<file path="config.mk">
export PLATFORM = sky130hd
export DESIGN_NAME = i2c_byte_master
export DESIGN_NICKNAME = d
export VERILOG_FILES = /design/src/rtl/i2cbm_pkg.sv /design/src/rtl/i2cbm_decode.sv /design/src/rtl/i2cbm_bus_seq.sv /design/src/rtl/i2cbm_core.sv /design/src/rtl/i2cbm_rdmux.sv /design/src/rtl/i2c_byte_master.sv
export SDC_FILE = /design/constraint.sdc
export NUM_CORES = 1
export LEC_CHECK = 0
export ABC_AREA = 1
export ABC_CLOCK_PERIOD_IN_PS = 1550
export BUFFER_PORTS_ARGS = -buffer_cell sky130_fd_sc_hd__buf_4
export CORE_MARGIN = 10
export CORE_UTILIZATION = 40
export DETAILED_ROUTE_END_ITERATION = 16
export HOLD_SLACK_MARGIN = 0.02
export RECOVER_POWER = 100
export SYNTH_ARGS = -nofsm -noshare
export SYNTH_HDL_FRONTEND = slang
export SYNTH_SLANG_ARGS = --single-unit
export TNS_END_PERCENT = 10
</file>
<file path="constraint.sdc">
create_clock -name clk -period 1.55 [get_ports clk]
set_input_delay 0.0775 -clock clk [delete_from_list [all_inputs] [get_ports clk]]
set_output_delay 0.0775 -clock clk [all_outputs]
set_load 0.01 [all_outputs]
</file>
<file path="src/rtl/i2cbm_pkg.sv">
package i2cbm_pkg;
   // register slots; byte offset of slot i is 4*i
   localparam int NREG      = 5;
   localparam int SLOT_CTRL = 0;
   localparam int SLOT_STAT = 1;
   localparam int SLOT_OWN  = 2;
   localparam int SLOT_DATA = 3;
   localparam int SLOT_LINE = 4;

   // control bits
   localparam int C_ACKEN = 7;
   localparam int C_IEN   = 5;
   localparam int C_PEND  = 4;

   // status bits
   localparam int S_BUSY = 5;
   localparam int S_OE   = 4;
   localparam int S_LAST = 0;

   localparam logic [1:0] MODE_RX = 2'b10;
   localparam logic [1:0] MODE_TX = 2'b11;

   typedef enum logic [1:0] {
      BOP_START = 2'd0,
      BOP_SEND  = 2'd1,
      BOP_RECV  = 2'd2,
      BOP_STOP  = 2'd3
   } bus_op_e;
endpackage

</file>
<file path="src/rtl/i2cbm_decode.sv">
module i2cbm_decode
   import i2cbm_pkg::*;
#(
   parameter int ADDR_W = 5
) (
   input  logic [ADDR_W-1:0] addr,
   output logic [NREG-1:0]   sel
);
   for (genvar i = 0; i < NREG; i++) begin : g_slot
      assign sel[i] = (addr == ADDR_W'(i * 4));
   end
endmodule

</file>
<file path="src/rtl/i2cbm_bus_seq.sv">
module i2cbm_bus_seq
   import i2cbm_pkg::*;
#(
   parameter int DW = 8
) (
   input  logic          clk,
   input  logic          rst_n,
   input  logic          cmd_valid,
   input  bus_op_e       cmd_op,
   input  logic [DW-1:0] cmd_data,
   output logic          bus_req,
   output bus_op_e       bus_op,
   output logic [DW-1:0] bus_wdata,
   input  logic          bus_done,
   output logic          seq_busy,
   output logic          rsp_valid,
   output bus_op_e       rsp_op
);
   logic          wait_q;
   bus_op_e       op_q;
   logic [DW-1:0] data_q;

   always_ff @(posedge clk or negedge rst_n) begin
      if (!rst_n) begin
         wait_q <= 1'b0;
         op_q   <= BOP_STOP;
         data_q <= '0;
      end else if (cmd_valid) begin
         wait_q <= 1'b1;
         op_q   <= cmd_op;
         data_q <= cmd_data;
      end else if (wait_q && bus_done) begin
         wait_q <= 1'b0;
      end
   end

   assign bus_req   = wait_q;
   assign bus_op    = op_q;
   assign bus_wdata = data_q;
   assign seq_busy  = wait_q;
   assign rsp_valid = wait_q & bus_done;
   assign rsp_op    = op_q;

   // request, code and byte held until done
   p_req_hold_r14: assert property (@(posedge clk) disable iff (!rst_n)
      bus_req && !bus_done |=> bus_req && $stable(bus_op) && $stable(bus_wdata));
endmodule

</file>
<file path="src/rtl/i2cbm_core.sv">
module i2cbm_core
   import i2cbm_pkg::*;
#(
   parameter logic [7:0] DATA_RST = 8'hFF,
   parameter logic [7:0] OWN_RST  = 8'hFF
) (
   input  logic            clk,
   input  logic            rst_n,
   input  logic            wr_en,
   input  logic            rd_en,
   input  logic [NREG-1:0] sel,
   input  logic [7:0]      wdata,
   input  logic            seq_busy,
   input  logic            rsp_valid,
   input  bus_op_e         rsp_op,
   input  logic            rsp_ack,
   input  logic [7:0]      rsp_data,
   output logic [7:0]      ctrl_q,
   output logic [7:0]      stat_q,
   output logic [7:0]      own_q,
   output logic [7:0]      data_q,
   output logic [7:0]      line_q,
   output logic            irq,
   output logic            cmd_valid,
   output bus_op_e         cmd_op,
   output logic [7:0]      cmd_data
);
   logic       clkfree_q, irq_q;
   logic [7:0] n_ctrl, n_stat, n_own, n_data, n_line;
   logic       n_clkfree, n_irq;
   logic       raise, phase, acc_ok, pend, busy, oe;
   logic [1:0] mode;

   assign mode   = stat_q[7:6];
   assign busy   = stat_q[S_BUSY];
   assign oe     = stat_q[S_OE];
   assign pend   = ctrl_q[C_PEND];
   assign acc_ok = !seq_busy;

   always_comb begin
      n_ctrl    = ctrl_q;
      n_stat    = stat_q;
      n_own     = own_q;
      n_data    = data_q;
      n_line    = line_q;
      n_clkfree = clkfree_q;
      n_irq     = irq_q;
      cmd_valid = 1'b0;
      cmd_op    = BOP_STOP;
      cmd_data  = data_q;
      raise     = 1'b0;
      phase     = 1'b0;

      if (rsp_valid) begin
         unique case (rsp_op)
            BOP_START: begin
               if (!rsp_ack && ctrl_q[C_ACKEN]) begin
                  n_stat[S_LAST] = 1'b1;
                  raise          = 1'b1;
               end else if (mode == MODE_RX) begin
                  cmd_valid = 1'b1;
                  cmd_op    = BOP_RECV;
                  phase     = 1'b1;
               end else begin
                  raise = 1'b1;
               end
            end
            BOP_SEND: begin
               if (!rsp_ack && ctrl_q[C_ACKEN]) n_stat[S_LAST] = 1'b1;
               raise = 1'b1;
            end
            BOP_RECV: begin
               if (!rsp_ack && ctrl_q[C_ACKEN]) n_stat[S_LAST] = 1'b1;
               else n_data = rsp_data;
               raise = 1'b1;
            end
            default: ;
         endcase
      end else if (wr_en && acc_ok) begin
         if (sel[SLOT_CTRL]) begin
            n_ctrl = {wdata[7:5], pend, wdata[3:0]};
            if (pend && !wdata[C_PEND]) begin
               n_ctrl[C_PEND] = 1'b0;
               n_irq          = 1'b0;
               if (!wdata[C_IEN]) n_stat[S_BUSY] = 1'b0;
               if (n_stat[S_BUSY]) begin
                  if (clkfree_q) begin
                     if (mode == MODE_TX) begin
                        cmd_valid = 1'b1;
                        cmd_op    = BOP_SEND;
                        phase     = 1'b1;
                     end else if (mode == MODE_RX) begin
                        cmd_valid = 1'b1;
                        cmd_op    = BOP_RECV;
                        phase     = 1'b1;
                     end
                  end else begin
                     n_ctrl[C_PEND] = 1'b1;
                     n_irq          = 1'b1;
                  end
               end
            end
         end else if (sel[SLOT_STAT]) begin
            n_stat = {wdata[7:6], busy, wdata[4:0]};
            if (!wdata[S_OE]) begin
               n_stat[S_BUSY] = 1'b0;
               n_clkfree      = 1'b1;
               n_irq          = 1'b0;
            end else if (wdata[7]) begin
               if (wdata[S_BUSY]) begin
                  n_stat[S_LAST] = 1'b0;
                  n_stat[S_BUSY] = 1'b1;
                  n_clkfree      = 1'b0;
                  cmd_valid      = 1'b1;
                  cmd_op         = BOP_START;
               end else begin
                  cmd_valid = 1'b1;
                  cmd_op    = BOP_STOP;
                  n_clkfree = 1'b1;
                  if (!pend) n_stat[S_BUSY] = 1'b0;
               end
            end
         end else if (sel[SLOT_OWN]) begin
            if (!oe) n_own = wdata;
         end else if (sel[SLOT_DATA]) begin
            if (oe) begin
               n_data    = wdata;
               n_clkfree = 1'b1;
               if (mode == MODE_TX && busy && !pend) begin
                  cmd_valid = 1'b1;
                  cmd_op    = BOP_SEND;
                  cmd_data  = wdata;
                  phase     = 1'b1;
               end
            end
         end else if (sel[SLOT_LINE]) begin
            n_line = wdata;
         end
      end else if (rd_en && acc_ok && sel[SLOT_DATA]) begin
         n_clkfree = 1'b1;
         if (mode == MODE_RX && busy && !pend) begin
            cmd_valid = 1'b1;
            cmd_op    = BOP_RECV;
            phase     = 1'b1;
         end
      end

      if (phase) begin
         n_stat[S_LAST] = 1'b0;
         n_clkfree      = 1'b0;
      end
      if (raise && ctrl_q[C_IEN]) begin
         n_ctrl[C_PEND] = 1'b1;
         n_irq          = 1'b1;
      end
   end

   always_ff @(posedge clk or negedge rst_n) begin
      if (!rst_n) begin
         ctrl_q    <= 8'h00;
         stat_q    <= 8'h00;
         own_q     <= OWN_RST;
         data_q    <= DATA_RST;
         line_q    <= 8'h00;
         clkfree_q <= 1'b1;
         irq_q     <= 1'b0;
      end else begin
         ctrl_q    <= n_ctrl;
         stat_q    <= n_stat;
         own_q     <= n_own;
         data_q    <= n_data;
         line_q    <= n_line;
         clkfree_q <= n_clkfree;
         irq_q     <= n_irq;
      end
   end

   assign irq = irq_q;

   // irq only with pending
   p_irq_has_pend_r6: assert property (@(posedge clk) disable iff (!rst_n)
      irq_q |-> ctrl_q[C_PEND]);
   // start leaves busy set
   p_start_busy_r4: assert property (@(posedge clk) disable iff (!rst_n)
      cmd_valid && cmd_op == BOP_START |=> stat_q[S_BUSY]);
   // a byte phase consumes the free clock
   p_phase_clk_r9: assert property (@(posedge clk) disable iff (!rst_n)
      cmd_valid && (cmd_op == BOP_SEND || cmd_op == BOP_RECV) |=> !clkfree_q);
   // software cannot set pending
   p_no_sw_pend_r2: assert property (@(posedge clk) disable iff (!rst_n)
      wr_en && sel[SLOT_CTRL] && !ctrl_q[C_PEND] && !seq_busy |=> !ctrl_q[C_PEND]);
   // own address locked while output enabled
   p_own_lock_r3: assert property (@(posedge clk) disable iff (!rst_n)
      oe && !rsp_valid |=> $stable(own_q));
endmodule

</file>
<file path="src/rtl/i2cbm_rdmux.sv">
module i2cbm_rdmux
   import i2cbm_pkg::*;
(
   input  logic [NREG-1:0] sel,
   input  logic [7:0]      ctrl_q,
   input  logic [7:0]      stat_q,
   input  logic [7:0]      own_q,
   input  logic [7:0]      data_q,
   input  logic [7:0]      line_q,
   output logic [7:0]      rdata
);
   always_comb begin
      rdata = 8'h00;
      if (sel[SLOT_CTRL]) rdata = ctrl_q;
      if (sel[SLOT_STAT]) rdata = stat_q;
      if (sel[SLOT_OWN])  rdata = own_q;
      if (sel[SLOT_DATA]) rdata = data_q;
      if (sel[SLOT_LINE]) rdata = line_q;
   end
endmodule

</file>
<file path="src/rtl/i2c_byte_master.sv">
module i2c_byte_master
   import i2cbm_pkg::*;
#(
   parameter int         ADDR_W   = 5,
   parameter logic [7:0] DATA_RST = 8'hFF,
   parameter logic [7:0] OWN_RST  = 8'hFF
) (
   input  logic              clk,
   input  logic              rst_n,
   input  logic              reg_wr,
   input  logic              reg_rd,
   input  logic [ADDR_W-1:0] reg_addr,
   input  logic [7:0]        reg_wdata,
   output logic [7:0]        reg_rdata,
   output logic              irq,
   output logic              bus_req,
   output logic [1:0]        bus_op,
   output logic [7:0]        bus_wdata,
   input  logic              bus_done,
   input  logic              bus_ack,
   input  logic [7:0]        bus_rdata
);
   if (ADDR_W < 5) begin : g_bad_addr_w
      $error("ADDR_W must reach offset 0x10");
   end

   logic [NREG-1:0] sel;
   logic [7:0]      ctrl_q, stat_q, own_q, data_q, line_q, cmd_data;
   logic            cmd_valid, seq_busy, rsp_valid;
   bus_op_e         cmd_op, rsp_op, op_w;

   i2cbm_decode #(.ADDR_W(ADDR_W)) u_decode (
      .addr (reg_addr),
      .sel  (sel)
   );

   i2cbm_core #(.DATA_RST(DATA_RST), .OWN_RST(OWN_RST)) u_core (
      .clk       (clk),
      .rst_n     (rst_n),
      .wr_en     (reg_wr),
      .rd_en     (reg_rd),
      .sel       (sel),
      .wdata     (reg_wdata),
      .seq_busy  (seq_busy),
      .rsp_valid (rsp_valid),
      .rsp_op    (rsp_op),
      .rsp_ack   (bus_ack),
      .rsp_data  (bus_rdata),
      .ctrl_q    (ctrl_q),
      .stat_q    (stat_q),
      .own_q     (own_q),
      .data_q    (data_q),
      .line_q    (line_q),
      .irq       (irq),
      .cmd_valid (cmd_valid),
      .cmd_op    (cmd_op),
      .cmd_data  (cmd_data)
   );

   i2cbm_bus_seq #(.DW(8)) u_seq (
      .clk       (clk),
      .rst_n     (rst_n),
      .cmd_valid (cmd_valid),
      .cmd_op    (cmd_op),
      .cmd_data  (cmd_data),
      .bus_req   (bus_req),
      .bus_op    (op_w),
      .bus_wdata (bus_wdata),
      .bus_done  (bus_done),
      .seq_busy  (seq_busy),
      .rsp_valid (rsp_valid),
      .rsp_op    (rsp_op)
   );

   assign bus_op = op_w;

   i2cbm_rdmux u_rdmux (
      .sel    (sel),
      .ctrl_q (ctrl_q),
      .stat_q (stat_q),
      .own_q  (own_q),
      .data_q (data_q),
      .line_q (line_q),
      .rdata  (reg_rdata)
   );
endmodule

</file>
==> results.yml, run 1 <==
synthesis:
  syn_area_um2: 3140
  synthCells: 394
  syn_nets: 424
  synth_commonest_cells: "nand2_1, inv_1, dfrtp_1"
  synth_flop_cell: "dfrtp_1"
  yosys.cell_types.count: 38
  synth_top_cell_by_area: "dfrtp_1"
  avgSynthCellArea_um2: 7.97
  yosysMostFrequentCell: "nand2_1"
  synth_seq_cells: 53
  synth_edf_count: 0
  ys_async_sr_fraction_pct: 100
  yosysSeqAreaShare_pct: 43.0
  synth_area_leaders: "dfrtp_1, dfstp_2, nand2_1"
  yosysTopAreaCellShare_pct: 27.1
  ys.warnings.count: 0
setup_path:
  path_common_cell: "buf_6"
  worst_ep_arrival_time_ps: 1470
  worstRegToRegCells: 6
  worstPathRequired_ps: 1470
  path_cells: "inv_2 -> buf_6 -> nor2_4 -> a221oi_2 -> nand3_1 -> buf_6"
  cpLargestDelayFamily: "flip-flops"
  setup.worst_path.start_class: "register"
  worstSetupEndpointType: "output pin"
  critPathKind: "reg2out"
  critPathMaxFanout: 4
  max_stage_delay_ps: 420
  cp_slowest_cell: "dfrtp_1"
  reg2reg_from: "u_seq.bus_op[1]"
  worst-path-buf-inv: 3
  r2r_slack_ps: 40
  reg2reg_to: "u_core.data_q[2]"
status:
  outcome: "complete, but fails checks"
  violations: "negative setup slack"
min_path:
  hold_path_class: "in2reg"
  holdPathStages: 3
  min_from: "reg_wdata[4]"
  min_to: "u_core.stat_q[4]"
power:
  p_seq_share_pct: 49.1
  power_frac_clock_pct: 19.5
  cellInternalPower_mw: 2.82
  p_leak_nw: 1.83
  combPwrFrac_pct: 31.4
  swShare_pct: 35.9
  report.power.total_mw: 4.39
  p_switching_mw: 1.57
  p_per_area_nw_per_um2: 1130
  ir_worst_vdd_mv: 0.674
sta:
  finClkSkew_ps: 9.69
  period_share_pct: 100
  max_freq_ghz: 0.644
  hold_violations: 0
  period_needed_ps: 1550
  slew_violations: 0
  fin_ws_ps: -1.96
  tns_ps: -1.96
  rsz0062_at_grt: "true"
  relSlewSlack_pct: 56.0
  worst_pin_slew_ps: 659
  setup_viol: 1
floorplan:
  io_pins: 47
  die_width_um: 109
  rows: 32
  start_util_pct: 40.9
  die-area_um2: 11800
  fp.dieH_um: 109
  core_region_area_um2: 7690
job:
  drv_cap: 0
global_routing:
  grt_pass1_vias: 2838
  grt.overflow.total: 0
  track_usage_pct: 14.6
  grt_max_degree: 23
  grt_pass1_wl_um: 13800
  grt_antenna_before_repair: 0
cts:
  cts_buffers: 5
  path_clk_slew_ps: 100
  clkLatencyLatePin_ps: 310
  htreeDepth: 2
  clockBufferDepth: 2
  clkSinkCount: 53
  root_buffer: "clkbuf_8"
  cts_tree: "built"
layout:
  final_nets: 493
  drive_gt1_share_pct: 33.2
  num_antenna_cells: 0
  area_growth_pct: 24.0
drt:
  drc: 0
  drt-vias-per-instance: 5.01
  firstDrtPassIters: 4
  vias: 2833
  routed_wl_um: 8620
  drt_iter0_drc: 196
  wire_per_inst_um: 15.2
  antenna_left: 0
place:
  gp_congestion: 0.875
  dp_hpwl_um: 6620
  io_buffers: 46
-- kinds of logic (layout without fill, tap and decap cells) --
family / after synthesis / count (layout) / share of synthesized area (%)
adder cells (fa/ha/maj): 3 / 3 / 1.19
flip-flops: 53 / 53 / 43.0
AND/OR/NAND/NOR: 195 / 195 / 30.9
AO/OA/AOI/OAI: 91 / 91 / 16.9
buffers and inverters: 52 / 122 / 8.00
-- per-stage QoR --
stage | instances | hold WS (ps) | setup slack [ps] | instance area [um^2] | utilization (%)
2_1_floorplan | 394 | -218 | 6.90 | 3140 | -
3_3_place_gp | 552 | 2.35 | -30.7 | 3720 | 48.4
3_5_place_dp | 552 | 5.64 | -82.7 | 3720 | 48.4
4_1_cts | 563 | 62.6 | -65.8 | 3880 | 50.5
5_1_grt | 566 | 81.2 | -91.5 | 3890 | 50.7
6_report | 566 | 65.1 | -1.96 | 3890 | 50.7
-- final cells by class --
| class | instances | area (um^2) |
|---|---|---|
| fillers | 790 | 3790 |
| multi-input cells | 289 | 1610 |
| clock buffers | 6 | 82.6 |
| flip-flops and latches | 53 | 1350 |
| well taps | 102 | 128 |
| inverters | 40 | 153 |
| clock inverters | 2 | 16.3 |
| repair buffers | 74 | 549 |
-- how the worst max path moves through the flow --
stage                     depth (start not counted)                  to        startpoint  slack, ps
after floorplan                                   8       u_seq.bus_req   u_seq.bus_op[0]          7
after global placement                            6  u_seq.bus_wdata[6]  u_core.stat_q[7]        -30
after detailed placement                          6    u_core.data_q[2]     u_seq.bus_req        -80
after CTS                                         6        reg_rdata[6]  u_core.stat_q[6]        -70
after global routing                              6        reg_rdata[6]  u_core.stat_q[6]        -90
final                                             6        reg_rdata[6]  u_core.stat_q[6]         -2
-- per-layer routing --
metal	track usage, %	routed length [um]
met4	3.77	88
met3	3.24	497
met2	24.7	4280
met5	0	0
met1	18.5	3750
-- timing repair --
item | 4_1_cts | 5_1_grt
hold endpoints to repair | 41 | 0
pin swaps | 1 | 5
hold buffers | 3 | 0
setup buffers | 0 | 3
resized for setup | 9 | 19
setup endpoints to repair | 15 | 24
-- sequential cells by signal (all words and copies together), names as in the netlist, 2 cells and up --
register and flops:
u_core.line_q 8, u_core.own_q 8, u_seq.bus_op 2, u_core.data_q 8
u_core.ctrl_q 8, u_core.stat_q 8, u_seq.bus_wdata 8
-- tightest hold or removal path, delay by kind of cell --
kind,cells,cell delay (ps)
AND/OR/NAND/NOR,1,50
buffers and inverters,1,140
AO/OA/AOI/OAI,1,60
-- power groups by stage --
stage	clock network, mW	registers [mW]	logic, mW
2_1_floorplan	0	2.15	0.816
3_3_place_gp	0	2.16	1.35
3_5_place_dp	0	2.16	1.38
4_1_cts	0.885	2.15	1.40
5_1_grt	0.946	2.21	1.57
6_report	0.856	2.16	1.38
-- placed cells by master, fill, tap and decap left out, drive strengths merged, types with 2 or more instances in the layout --
cell,n
nand2,123
dlygate4sd3,3
dfrtp,34
a21oi,15
clkbuf,19
buf,58
nor3,2
inv,40
nand3,28
nor2,36
ha,3
o21bai,2
a221oi,3
o21ai,65
nand4,5
dfstp,19
(Power assumes the default switching activity.)
==> run 2: changes to the inputs <==
==> constraint.sdc (replaced) <==
create_clock -name clk -period 1.55 [get_ports clk]
set_input_delay 0.155 -clock clk [delete_from_list [all_inputs] [get_ports clk]]
set_output_delay 0.155 -clock clk [all_outputs]
set_load 0.01 [all_outputs]
==> run 2 against run 1 <==
  * The run still ends with negative setup slack left
  * Cell area is 1.3% higher
  * Largest cell class unchanged
  * Fmax is 1.4% lower
  * Worst setup slack got worse by 22 ps
  * Critical endpoint is now reg_rdata[7]
  * Largest power group unchanged
  * Clock power is 11% higher
  * Register-to-register slack got worse by 20 ps
  * Sequential cell count unchanged
==> results.yml, run 2 (synthesis results as in run 1) <==
status:
  outcome: "complete, but fails checks"
  violations: "negative setup slack"
drt:
  drt_iter0_drc: 107
  drt-vias-per-instance: 4.99
  antenna_left: 0
  firstDrtPassIters: 4
  vias: 2838
  wire_per_inst_um: 14.8
  routed_wl_um: 8390
  drc: 0
global_routing:
  grt.overflow.total: 0
  grt_pass1_vias: 2994
  grt_max_degree: 54
  grt_antenna_before_repair: 0
  grt_pass1_wl_um: 14200
  track_usage_pct: 14.7
floorplan:
  rows: 32
  die-area_um2: 11800
  fp.dieH_um: 109
  io_pins: 47
  start_util_pct: 40.9
  die_width_um: 109
  core_region_area_um2: 7690
place:
  gp_congestion: 0.922
  io_buffers: 46
  dpl.cell_count: 555
  dp_hpwl_um: 6460
sta:
  fin_ws_ps: -23.8
  slew_violations: 0
  period_share_pct: 102
  max_freq_ghz: 0.635
  rsz0062_at_grt: "true"
  setup_viol: 2
  period_needed_ps: 1570
  hold_violations: 0
  worst_pin_slew_ps: 741
  finClkSkew_ps: 5.76
  relSlewSlack_pct: 50.6
  hold_ws_ps: 65.8
cts:
  htreeDepth: 2
  clkSinkCount: 53
  cts_tree: "built"
  root_buffer: "clkbuf_8"
  path_clk_slew_ps: 90
  clkLatencyLatePin_ps: 300
  clockBufferDepth: 2
  cts_buffers: 5
layout:
  drive_gt1_share_pct: 34.0
  final_cell_mix: "nand2_1, buf_4, o21ai_0"
  layout_commonest_cell: "nand2_1"
  fin_util_pct: 51.3
  area_growth_pct: 25.5
  final_nets: 496
  num_antenna_cells: 0
  instances_no_fill: 569
setup_path:
  worst_ep_arrival_time_ps: 1420
  setup.worst_path.start_class: "register"
  max_stage_delay_ps: 460
  critPathMaxFanout: 5
  reg2reg_from: "u_seq.bus_req"
  critPathKind: "reg2out"
  r2r_slack_ps: 20
  startpoint: "u_core.stat_q[7]"
  path_cells: "inv_1 -> nor2_1 -> a221oi_2 -> nand3_1 -> buf_4"
  cp-endpoint: "reg_rdata[7]"
  worstRegToRegCells: 7
  reg2reg_to: "u_core.stat_q[5]"
  worstPathRequired_ps: 1390
  worstSetupEndpointType: "output pin"
  cp_slowest_cell: "dfrtp_2"
power:
  ir_worst_vdd_mv: 0.549
  p_per_area_nw_per_um2: 1150
  p_switching_mw: 1.56
  power_frac_clock_pct: 20.9
  swShare_pct: 34.4
  cellInternalPower_mw: 2.97
  p_leak_nw: 1.86
  combPwrFrac_pct: 31.6
  p_seq_share_pct: 47.4
min_path:
  hold_path_class: "in2reg"
  holdPathStages: 3
  min_from: "reg_wdata[6]"
job:
  drv_cap: 0
==> run 2: cell count changes in the layout (fill, tap and decap cells not counted), moves of 2 or more <==
cell	delta
dlygate4sd3_1	-2
nand2_2	+4
buf_4	+2
nand2_1	-3
clkbuf_4	+2
==> run 2: worst min path at each step <==
| stage | to | slack, ps |
|---|---|---|
| 6_report | u_core.stat_q[6] | 70 |
| 5_1_grt | u_core.stat_q[6] | 90 |
| 4_1_cts | u_core.stat_q[6] | 60 |
| 3_5_place_dp | u_core.ctrl_q[4] | 250 |
| 3_3_place_gp | u_core.irq | 240 |
| 2_1_floorplan | u_core.ctrl_q[0] | -140 |
==> run 2: worst max-delay path, delay by kind of cell, from the launching register on <==
kind                   cells  cell delay, ps
AO/OA/AOI/OAI              1             190
AND/OR/NAND/NOR            2             200
flip-flops                 1             460
buffers and inverters      2             270
==> run 2: per-stage QoR <==
| stage | total power, mW | TNS, ps | instance area, um^2 | setup slack (ps) |
|---|---|---|---|---|
| after floorplan | 2.96 | 0 | 3140 | 6.90 |
| after global placement | 3.51 | -177 | 3740 | -25.4 |
| after detailed placement | 3.54 | -415 | 3740 | -35.9 |
| after CTS | 4.57 | -90.8 | 3930 | -61.4 |
| after global routing | 4.87 | -1820 | 3940 | -105 |
| final | 4.52 | -43.1 | 3940 | -23.8 |
==> run 2: power groups by stage <==
stage	Clock [mW]	Sequential (mW)	Combinational [mW]
4_1_cts	0.978	2.14	1.45
6_report	0.946	2.15	1.43
3_3_place_gp	0	2.15	1.36
5_1_grt	1.02	2.20	1.64
2_1_floorplan	0	2.15	0.816
3_5_place_dp	0	2.16	1.38
==> run 2: final cells by class <==
type	instances	area, um^2
well taps	102	128
inverters	40	150
multi-input cells	289	1630
flip-flops and latches	53	1350
clock buffers	6	72.6
repair buffers	77	581
fillers	797	3740
clock inverters	2	35.0
==> run 2: routing by layer <==
metal	wire [um]	track usage, %
met5	0	0
met1	3730	17.3
met4	199	6.31
met2	4050	25.3
met3	423	3.36
==> run 2: repair_timing <==
action                                  in CTS  in global routing
endpoints found under the setup margin      17                 33
hold endpoints to repair                    34                  0
resized for setup                           13                 18
setup buffers                                3                  2
pin swaps                                    3                  5
hold buffers                                 1                  0
